[src/rtl/wdt_pkg.sv]
package wdt_pkg;
  // Strobes from the control to the datapath, all valid for one cycle.
  typedef struct packed {
    logic writeTmo;   // take the timeout field from the write data
    logic writeMask;  // take the protect bit from the write data
    logic reload;     // load the counter from the stored timeout (pending reload)
    logic decrement;  // count down by one
    logic setFlag;    // expiry: set the flag and reload the counter
    logic clearFlag;  // read request: clear the flag
    logic capture;    // latch the read data
  } wdtCtl_t;
endpackage

[src/rtl/wdt_ctrl.sv]
module wdt_ctrl
  import wdt_pkg::*;
#(
  parameter int TMO_W = 6
) (
  input  logic             clk,
  input  logic             rstN,
  input  logic             tick,
  input  logic             wrEn,
  input  logic             wrStrobe,
  input  logic             rdEn,
  input  logic             maskQ,
  input  logic [TMO_W-1:0] tmoQ,
  input  logic [TMO_W-1:0] countQ,
  output wdtCtl_t          ctl
);
  localparam logic [TMO_W-1:0] ONE = TMO_W'(1);

  logic pendQ;
  logic enabled;
  logic armReq;

  assign enabled = (tmoQ != '0);
  // A strobe, or a timeout write that protect allows, asks for a reload at the next tick.
  assign armReq  = wrEn & (wrStrobe | ~maskQ);

  always_ff @(posedge clk or negedge rstN) begin
    if (!rstN) pendQ <= 1'b0;
    else       pendQ <= armReq | (pendQ & ~tick);
  end

  always_comb begin
    ctl           = '0;
    ctl.writeTmo  = wrEn & ~maskQ;
    ctl.writeMask = wrEn;
    ctl.reload    = tick & pendQ;
    ctl.decrement = tick & ~pendQ & enabled & (countQ != ONE);
    ctl.setFlag   = tick & ~pendQ & enabled & (countQ == ONE);
    ctl.clearFlag = rdEn;
    ctl.capture   = rdEn;
  end

  // pending reload state is consumed only by a tick
  assert_pending_drops_on_tick_R6: assert property (@(posedge clk) disable iff (!rstN)
    $fell(pendQ) |-> $past(tick));

  // a strobe write always leaves a reload pending
  assert_strobe_arms_R4: assert property (@(posedge clk) disable iff (!rstN)
    (wrEn && wrStrobe) |=> pendQ);
endmodule

[src/rtl/wdt_datapath.sv]
module wdt_datapath
  import wdt_pkg::*;
#(
  parameter int TMO_W = 6
) (
  input  logic               clk,
  input  logic               rstN,
  input  wdtCtl_t            ctl,
  input  logic [TMO_W-1:0]   wrField,
  input  logic               wrMask,
  output logic [TMO_W-1:0]   tmoQ,
  output logic               maskQ,
  output logic [TMO_W-1:0]   countQ,
  output logic               flagQ,
  output logic [TMO_W+1:0]   rdData
);
  localparam int DATA_W = TMO_W + 2;

  always_ff @(posedge clk or negedge rstN) begin
    if (!rstN) begin
      tmoQ  <= '0;
      maskQ <= 1'b0;
    end else begin
      if (ctl.writeTmo)  tmoQ  <= wrField;
      if (ctl.writeMask) maskQ <= wrMask;
    end
  end

  always_ff @(posedge clk or negedge rstN) begin
    if (!rstN)                         countQ <= '0;
    else if (ctl.reload | ctl.setFlag) countQ <= tmoQ;
    else if (ctl.decrement)            countQ <= countQ - 1'b1;
  end

  // The flag sets in preference to clearing, so an expiry is never lost.
  always_ff @(posedge clk or negedge rstN) begin
    if (!rstN)              flagQ <= 1'b0;
    else if (ctl.setFlag)   flagQ <= 1'b1;
    else if (ctl.clearFlag) flagQ <= 1'b0;
  end

  // The strobe bit has no storage, so bit DATA_W-1 reads 0.
  always_ff @(posedge clk or negedge rstN) begin
    if (!rstN)            rdData <= '0;
    else if (ctl.capture) rdData <= {1'b0, maskQ, tmoQ};
  end

  // the flag only rises while a nonzero timeout is stored
  assert_flag_needs_timeout_R3: assert property (@(posedge clk) disable iff (!rstN)
    $rose(flagQ) |-> ($past(tmoQ) != '0));

  // after a reload or an expiry, the counter holds the pre-edge timeout
  assert_reload_value_R7: assert property (@(posedge clk) disable iff (!rstN)
    ($past(ctl.reload) || $past(ctl.setFlag)) |-> (countQ == $past(tmoQ)));

  // the top bit of the read data never reads 1
  assert_strobe_reads_low_R1: assert property (@(posedge clk) disable iff (!rstN)
    $past(ctl.capture) |-> (rdData[DATA_W-1] == 1'b0));
endmodule

[src/rtl/wdt_top.sv]
module wdt_top
  import wdt_pkg::*;
#(
  parameter int TMO_W = 6
) (
  input  logic               clk,
  input  logic               rstN,
  input  logic               tick32,
  input  logic               wrEn,
  input  logic [TMO_W+1:0]   wrData,
  input  logic               rdEn,
  output logic [TMO_W+1:0]   rdData,
  output logic               timeoutFlag
);
  localparam int DATA_W   = TMO_W + 2;
  localparam int STB_BIT  = DATA_W - 1;
  localparam int MASK_BIT = DATA_W - 2;

  wdtCtl_t          ctl;
  logic [TMO_W-1:0] tmoQ;
  logic [TMO_W-1:0] countQ;
  logic             maskQ;

  wdt_ctrl #(.TMO_W(TMO_W)) u_ctrl (
    .clk(clk), .rstN(rstN), .tick(tick32), .wrEn(wrEn),
    .wrStrobe(wrData[STB_BIT]), .rdEn(rdEn), .maskQ(maskQ),
    .tmoQ(tmoQ), .countQ(countQ), .ctl(ctl)
  );

  wdt_datapath #(.TMO_W(TMO_W)) u_dp (
    .clk(clk), .rstN(rstN), .ctl(ctl),
    .wrField(wrData[TMO_W-1:0]), .wrMask(wrData[MASK_BIT]),
    .tmoQ(tmoQ), .maskQ(maskQ), .countQ(countQ),
    .flagQ(timeoutFlag), .rdData(rdData)
  );

  // a write with protect already set leaves the timeout field unchanged
  assert_mask_protects_R5: assert property (@(posedge clk) disable iff (!rstN)
    (wrEn && maskQ) |=> (tmoQ == $past(tmoQ)));

  // the protect bit follows every write
  assert_mask_follows_write_R5: assert property (@(posedge clk) disable iff (!rstN)
    wrEn |=> (maskQ == $past(wrData[MASK_BIT])));

  // the counter moves only on a tick
  assert_count_only_on_tick_R9: assert property (@(posedge clk) disable iff (!rstN)
    !tick32 |=> $stable(countQ));

  // the flag stays set until a read request
  assert_flag_sticky_R8: assert property (@(posedge clk) disable iff (!rstN)
    (timeoutFlag && !rdEn) |=> timeoutFlag);
endmodule

[config.mk]
export PLATFORM = sky130hd
export DESIGN_NAME = wdt_top
export DESIGN_NICKNAME = d
export VERILOG_FILES = /design/src/rtl/wdt_pkg.sv /design/src/rtl/wdt_ctrl.sv /design/src/rtl/wdt_datapath.sv /design/src/rtl/wdt_top.sv
export SDC_FILE = /design/constraint.sdc
export NUM_CORES = 1
export LEC_CHECK = 0
export ABC_CLOCK_PERIOD_IN_PS = 1800
export BUFFER_PORTS_ARGS = -buffer_cell sky130_fd_sc_hd__buf_4
export CAP_MARGIN = 25
export CORE_MARGIN = 1.5
export CORE_UTILIZATION = 47
export DETAILED_ROUTE_END_ITERATION = 12
export GPL_TIMING_DRIVEN = 0
export PLACE_DENSITY = 0.7
export SKIP_CTS_REPAIR_TIMING = 1
export SLEW_MARGIN = 0
export SYNTH_ARGS = -nofsm -noshare
export SYNTH_HDL_FRONTEND = slang
export SYNTH_HIERARCHICAL = 1
export SYNTH_SLANG_ARGS = --single-unit
[constraint.sdc]
create_clock -name clk -period 1.8 [get_ports clk]
set_input_delay 0.18 -clock clk [delete_from_list [all_inputs] [get_ports clk]]
set_output_delay 0.18 -clock clk [all_outputs]
set_load 0.1 [all_outputs]
==> run_results.csv, run 1 <==
group,metric,value,unit
cells_and_area,antenna_cells,0,
power_and_ir_drop,power_switching_share,0.4275,
power_and_ir_drop,peakVddDrop,0.7627,mV
global_route,antenna_found_initial,0,
clocking,htree_levels,1,
floorplanning,core_area,2002,sq um
floorplanning,die_area,2478,sq um
status,outcome,"complete, but fails checks",
place,place_congestion,0.7447,
floorplanning,ios,22,
power_and_ir_drop,power.internal,913.3,uW
sta,setup_ws,-166.4,ps
routing,route.detailed.drc,0,
place,portBuffers,19,
synth,synthMostInstantiatedCell,"dfrtp_1",
synth,yosysTopAreaCell,"dfrtp_1",
synth,synth_edf_count,0,
routing,routed_wirelength,1937,um
synth,syn_inst,86,
critical_path,critical_path_class,"reg -> reg",
synth,synthSimpleGateAreaFrac,0.1229,
critical_path,arrival,2170,ps
critical_path,cp-startpoint,"u_dp/tmoQ[2]$_DFFE_PN0P_",
synth,yosysSeqAreaShare,0.5353,
clocking,cts.sinks,22,
sta,drv_slew,0,
routing,vias_per_cell,5.014,
cells_and_area,finalNonFillerCells,140,
sta,fmax,508.5,MHz
job,drv_cap,0,
synth,async_reset_ff_frac,1.000,
sta,layout_min_cycle_time,1966,ps
global_route,grt_pass1_wl,2973,um
synth,synthDistinctLibCells,26,
synth,avgSynthCellArea,11.96,sq um
floorplanning,die_h,49.78,um
floorplanning,die_w,49.78,um
sta,finalHoldViolCount,0,
cells_and_area,nFillCells,164,
synth,synth_mux_area_frac,0.1642,
synth,ys_seq_elements,22,
sta,finalClockSkew,2.459,ps
clocking,clk_path_buf_depth,2,
power_and_ir_drop,p_comb_frac,0.403,
routing,ant_nets,0,
power_and_ir_drop,p_clk_frac,0.137,
sta,rsz0062_at_grt,"yes",
synth,yosysWarnings,6,
cells_and_area,drive_gt1_frac,0.4779,
status,violations,"negative setup slack",
synth,synthTopCellsByArea,"dfrtp_1, mux2_2, buf_4, nor2_1, nor4b_4",
place,place_hpwl,1315,um
clocking,cts_made_buffers,3,
synth,synth_compound_area_frac,0.07786,
synth,syn_nets,100,
routing,drt_iter0_markers,13,
power_and_ir_drop,seqPwrFrac,0.460,
hold_path,hold_class,"in -> reg",
floorplanning,row_count,16,
critical_path,r2r-start,"u_dp/tmoQ[2]$_DFFE_PN0P_",
critical_path,required,2000,ps
cells_and_area,final_util,0.6519,
hold_path,min_from,"tick32",
place,placed_cells,132,
synth,synth_top_area_frac,0.5353,
clocking,cts.clk_slew.worst_paths,110,ps
routing,wl_per_cell,13.84,um
synth,synth_area,1028,sq um
global_route,gr-total-overflow,0,
synth,synthAdderAreaFrac,0.01217,
sta,tns,-817.8,ps
synth,synth_top_family_by_area,"multiplexers",
cells_and_area,area_growth,26.89,%
place,pre_cts_slack,-196.7,ps
synth,synthTopCellsByCount,"dfrtp_1, mux2_2, nor2_1, inv_1",
global_route,grt_pass1_vias,680,
global_route,track_usage,0.1624,
power_and_ir_drop,power_density,1222,nW/um^2
synth,synth-main-ff-cell,"dfrtp_1",
power_and_ir_drop,leakage,0.5945,nW
critical_path,critPathLaunchType,"flip-flop",
floorplanning,initial_core_util,0.5137,
clocking,cts_root_buffer,"clkbuf_4",
critical_path,critPathMaxFanout,3,
routing,num_vias,702,
clocking,tritoncts,"yes",
routing,first_pass_iters,3,
sta,setup_viol,6,
synth,synthXorXnorAreaFrac,0.02555,
cells_and_area,layout.nets,129,
global_route,grt_max_degree,23,
power_and_ir_drop,p_switching,681.9,uW
clocking,insertion_delay,300,ps
sta,post-route-period-util,1.092,
critical_path,cp-end-kind,"flip-flop",
==> placed cells by master, fill, tap and decap left out, drive strengths merged <==
cell type / synthesis / routed
nand2: 2 / 2
nor4: 1 / 1
nor4b: 1 / 1
xnor2: 2 / 2
o21ai: 3 / 3
or4: 2 / 2
xor2: 1 / 1
nand3b: 1 / 1
a21o: 1 / 1
nor2: 8 / 8
a21oi: 4 / 4
dfrtp: 22 / 22
a31oi: 1 / 1
o31ai: 1 / 1
clkbuf: 3 / 5
nand4b: 1 / 1
o211ai: 1 / 1
inv: 5 / 5
ha: 1 / 1
nor2b: 2 / 2
buf: 4 / 28
mux2: 15 / 15
conb: 1 / 1
o311ai: 1 / 1
and2: 2 / 2
dlygate4sd3: 0 / 1
==> path summary, 6_finish.rpt <==
kind | to | slack, ps | cells after the start
min in group asynchronous | u_dp/rdData[6]$_DFFE_PN0P_ | 310 | 2
worst min register to register | u_dp/flagQ$_DFFE_PN0P_ | 500 | 1
worst min-delay path | u_ctrl/pendQ$_DFF_PN0_ | 90 | 2
worst max register to register | u_dp/countQ[1]$_DFFE_PN0P_ | -170 | 5
max in group asynchronous | u_dp/countQ[0]$_DFFE_PN0P_ | 1270 | 2
worst max-delay path | u_dp/countQ[1]$_DFFE_PN0P_ | -170 | 5
==> layer usage <==
metal  share of wire  GRT usage  vias to the layer above
li1                -          -                      345
met5               0          0                        -
met1            0.44     0.1936                      337
met4           0.031    0.08796                        0
met2            0.50     0.2711                       14
met3           0.027    0.03636                        6
==> layout make-up <==
class / instances / area (sq um) / share of cell area
well taps: 27 / 33.78 / 0.02589
repair buffers: 24 / 180.2 / 0.1381
clock buffers: 3 / 22.52 / 0.01726
multi-input cells: 52 / 450.4 / 0.3452
flip-flops and latches: 22 / 550.5 / 0.4219
plain buffers: 7 / 48.80 / 0.03739
inverters: 5 / 18.77 / 0.01438
==> registers in the layout (all words and copies together), names as in the netlist <==
name,flops
u_dp/rdData,7
u_dp/countQ,6
u_dp/tmoQ,6
u_ctrl/pendQ,1
u_dp/flagQ,1
u_dp/maskQ,1
==> power groups by stage <==
stage	logic [mW]	clock network, mW	registers (mW)
floorplan	0.214	0	0.980
global placement	0.597	0	0.731
detailed placement	0.604	0	0.740
CTS	0.605	0.228	0.729
global route	0.682	0.235	0.754
finish	0.642	0.219	0.734
==> stage by stage <==
| step | cell area [sq um] | hold WS, ps | total power [mW] |
|---|---|---|---|
| 6_report | 1305 | 91.63 | 1.595 |
| 5_1_grt | 1305 | 99.11 | 1.671 |
| 4_1_cts | 1231 | -254.5 | 1.562 |
| 3_5_place_dp | 1209 | 84.44 | 1.344 |
| 3_3_place_gp | 1209 | 85.56 | 1.327 |
| 2_1_floorplan | 1032 | -115.6 | 1.194 |
==> critical path, stage by stage, from the launching register on <==
cell	delay [ps]
dfrtp_1	410
or4_4	560
o311ai_4	310
nor2_2	110
nor2_4	160
mux2_4	310
==> cell families (layout without fill, tap and decap cells) <==
| family | count (synthesis) | after routing |
|---|---|---|
| xor gates and xnor gates | 3 | 3 |
| DFF | 22 | 22 |
| buffers and inverters | 12 | 39 |
| other | 1 | 1 |
| AOI/OAI and AO/OA | 12 | 12 |
| adders and majority gates | 1 | 1 |
| muxes | 15 | 15 |
| and+or+nand+nor | 20 | 20 |
No activity file was read; power rests on OpenSTA's default activity.
==> inputs of run 2 (changes only) <==
--- a/config.mk
+++ b/config.mk
@@ -8,7 +8,7 @@
 export ABC_CLOCK_PERIOD_IN_PS = 1800
 export BUFFER_PORTS_ARGS = -buffer_cell sky130_fd_sc_hd__buf_4
 export CAP_MARGIN = 25
-export CORE_MARGIN = 1.5
+export CORE_MARGIN = 2
 export CORE_UTILIZATION = 47
 export DETAILED_ROUTE_END_ITERATION = 12
 export GPL_TIMING_DRIVEN = 0
==> run 2 against run 1 <==
Effect of this change:
- the flow still finishes with violations (negative setup slack)
- combinational power decreased by 2%
- non-clock buffer count decreased by 1
- power increased by 9.1%
- final area increased by 1.2%
- global-route usage increased by 0.11 points
- first-iteration DRC count decreased by 23%
- routed wire length decreased by 0.15%
- sequential power about the same
- register-to-register slack got worse by 20 ps
- sequential cell count unchanged
==> run_results.csv, run 2 (synthesis results as in run 1) <==
group,metric,value,unit
status,outcome,"complete, but fails checks",
status,violations,"negative setup slack",
sta,post-route-period-util,1.104,
routing,ant_nets,0,
critical_path,cp_slowest_cell,"or4_4",
floorplanning,ios,22,
hold_path,hold_class,"in -> reg",
global_route,antenna_found_initial,0,
place,place_congestion,0.7401,
sta,setup_viol,6,
floorplanning,initial_core_util,0.5087,
cells_and_area,layout.nets,128,
routing,wl_per_cell,13.81,um
routing,drt_iter0_markers,10,
sta,layout_min_cycle_time,1988,ps
cells_and_area,area_growth,28.47,%
sta,rsz0062_at_grt,"yes",
sta,finalHoldViolCount,0,
floorplanning,die_w,50.78,um
clocking,tritoncts,"yes",
routing,routed_wirelength,1934,um
cells_and_area,drive_gt1_frac,0.4690,
sta,finalClockSkew,7.027,ps
critical_path,slowest_delay,560,ps
cells_and_area,largest-register,"u_dp/rdData",
global_route,track_usage,0.1636,
floorplanning,die_area,2579,sq um
cells_and_area,finalNonFillerCells,140,
power_and_ir_drop,leakage,0.5979,nW
cells_and_area,largest_reg_flops,7,
critical_path,r2r-start,"u_dp/tmoQ[1]$_DFFE_PN0P_",
power_and_ir_drop,peakVddDrop,1.004,mV
clocking,clk_path_buf_depth,2,
hold_path,hold_depth,2,
cells_and_area,final_cell_mix,"buf_4, dfrtp_1, mux2_2, nor2_1, inv_1",
cells_and_area,final_util,0.6535,
place,place_hpwl,1346,um
sta,fmax,503.1,MHz
critical_path,critical_path_class,"reg -> reg",
clocking,cts.clk_slew.worst_paths,120,ps
cells_and_area,final_common_cell,"buf_4",
critical_path,regToRegEndpoint,"u_dp/countQ[1]$_DFFE_PN0P_",
critical_path,required,2010,ps
clocking,insertion_delay,310,ps
routing,route.detailed.drc,0,
global_route,grt_pass1_vias,695,
job,drv_cap,0,
critical_path,arrival,2200,ps
sta,drv_slew,0,
place,pre_cts_slack,-212.0,ps
floorplanning,die_h,50.78,um
global_route,gr-total-overflow,0,
sta,setup_ws,-187.7,ps
cells_and_area,antenna_cells,0,
critical_path,cp_cell_sequence,"or4_4 -> o311ai_4 -> nor2_2 -> nor2_4 -> mux2_2",
routing,num_vias,699,
critical_path,regToRegSetupSlack,-190,ps
critical_path,rr_worst_depth,5,
place,placed_cells,132,
hold_path,hold_end,"u_dp/tmoQ[1]$_DFFE_PN0P_",
floorplanning,row_count,16,
cells_and_area,biggestRegsByFlops,"u_dp/rdData x7, u_dp/countQ x6, u_dp/tmoQ x6",
floorplanning,core_area,2022,sq um
routing,first_pass_iters,4,
power_and_ir_drop,finalPower,1.741,mW
routing,vias_per_cell,4.993,
clocking,cts.sinks,22,
critical_path,critPathMaxFanout,4,
critical_path,critPathLaunchType,"flip-flop",
clocking,cts_made_buffers,3,
sta,timing.hold.ws,85.46,ps
power_and_ir_drop,power_density,1318,nW/um^2
hold_path,min_from,"wrData[1]",
global_route,grt_max_degree,23,
clocking,cts_root_buffer,"clkbuf_4",
cells_and_area,nFillCells,160,
global_route,grt_pass1_wl,3084,um
critical_path,cp-end-kind,"flip-flop",
clocking,htree_levels,1,
place,portBuffers,19,
[run 2: cell count changes in the layout (fill, tap and decap cells not counted), sizes merged]
cell    change
bufinv      +1
buf         -1
[run 2: worst max-delay path by stage]
stage,endpoint,startpoint,depth (start not counted)
detailed placement,u_dp/countQ[5]$_DFFE_PN0P_,u_dp/tmoQ[1]$_DFFE_PN0P_,7
finish,u_dp/countQ[1]$_DFFE_PN0P_,u_dp/tmoQ[1]$_DFFE_PN0P_,5
global placement,u_dp/countQ[5]$_DFFE_PN0P_,u_dp/tmoQ[1]$_DFFE_PN0P_,7
global route,u_dp/countQ[5]$_DFFE_PN0P_,u_dp/tmoQ[1]$_DFFE_PN0P_,7
CTS,u_dp/countQ[5]$_DFFE_PN0P_,u_dp/tmoQ[1]$_DFFE_PN0P_,7
floorplan,u_dp/countQ[5]$_DFFE_PN0P_,u_dp/tmoQ[1]$_DFFE_PN0P_,7
[run 2: critical path: cells and delay by family (launching register included)]
kind / cells / cell delay [ps]
AO/OA/AOI/OAI: 1 / 310
flip-flops: 1 / 430
multiplexers: 1 / 340
AND/OR/NAND/NOR: 3 / 810
[run 2: cell type report]
type	count	area, sq um	area share
Inverter	5	18.77	0.01420
Multi-Input combinational cell	52	444.2	0.3362
Buffer	7	48.80	0.03693
Timing Repair Buffer	23	172.7	0.1307
Clock inverter	1	30.03	0.02273
Tap cell	27	33.78	0.02557
Sequential cell	22	550.5	0.4167
Clock buffer	3	22.52	0.01705
[run 2: power breakdown]
group | switching [mW] | internal (mW) | total, mW
combinational | 0.415 | 0.217 | 0.632
clock | 0.153 | 0.225 | 0.378
sequential | 0.124 | 0.608 | 0.731
[run 2: metrics by stage]
stage               area [sq um]  TNS, ps
floorplan                   1032   -25.49
global placement            1209   -829.2
detailed placement          1209   -888.0
CTS                         1261    -1091
global route                1321    -1416
finish                      1321   -943.8
[run 2: layer usage]
| metal | GRT usage | wire [um] |
|---|---|---|
| met5 | 0 | 0 |
| met3 | 0.06250 | 81 |
| met2 | 0.2588 | 956 |
| met4 | 0.02703 | 0 |
| met1 | 0.2175 | 896 |
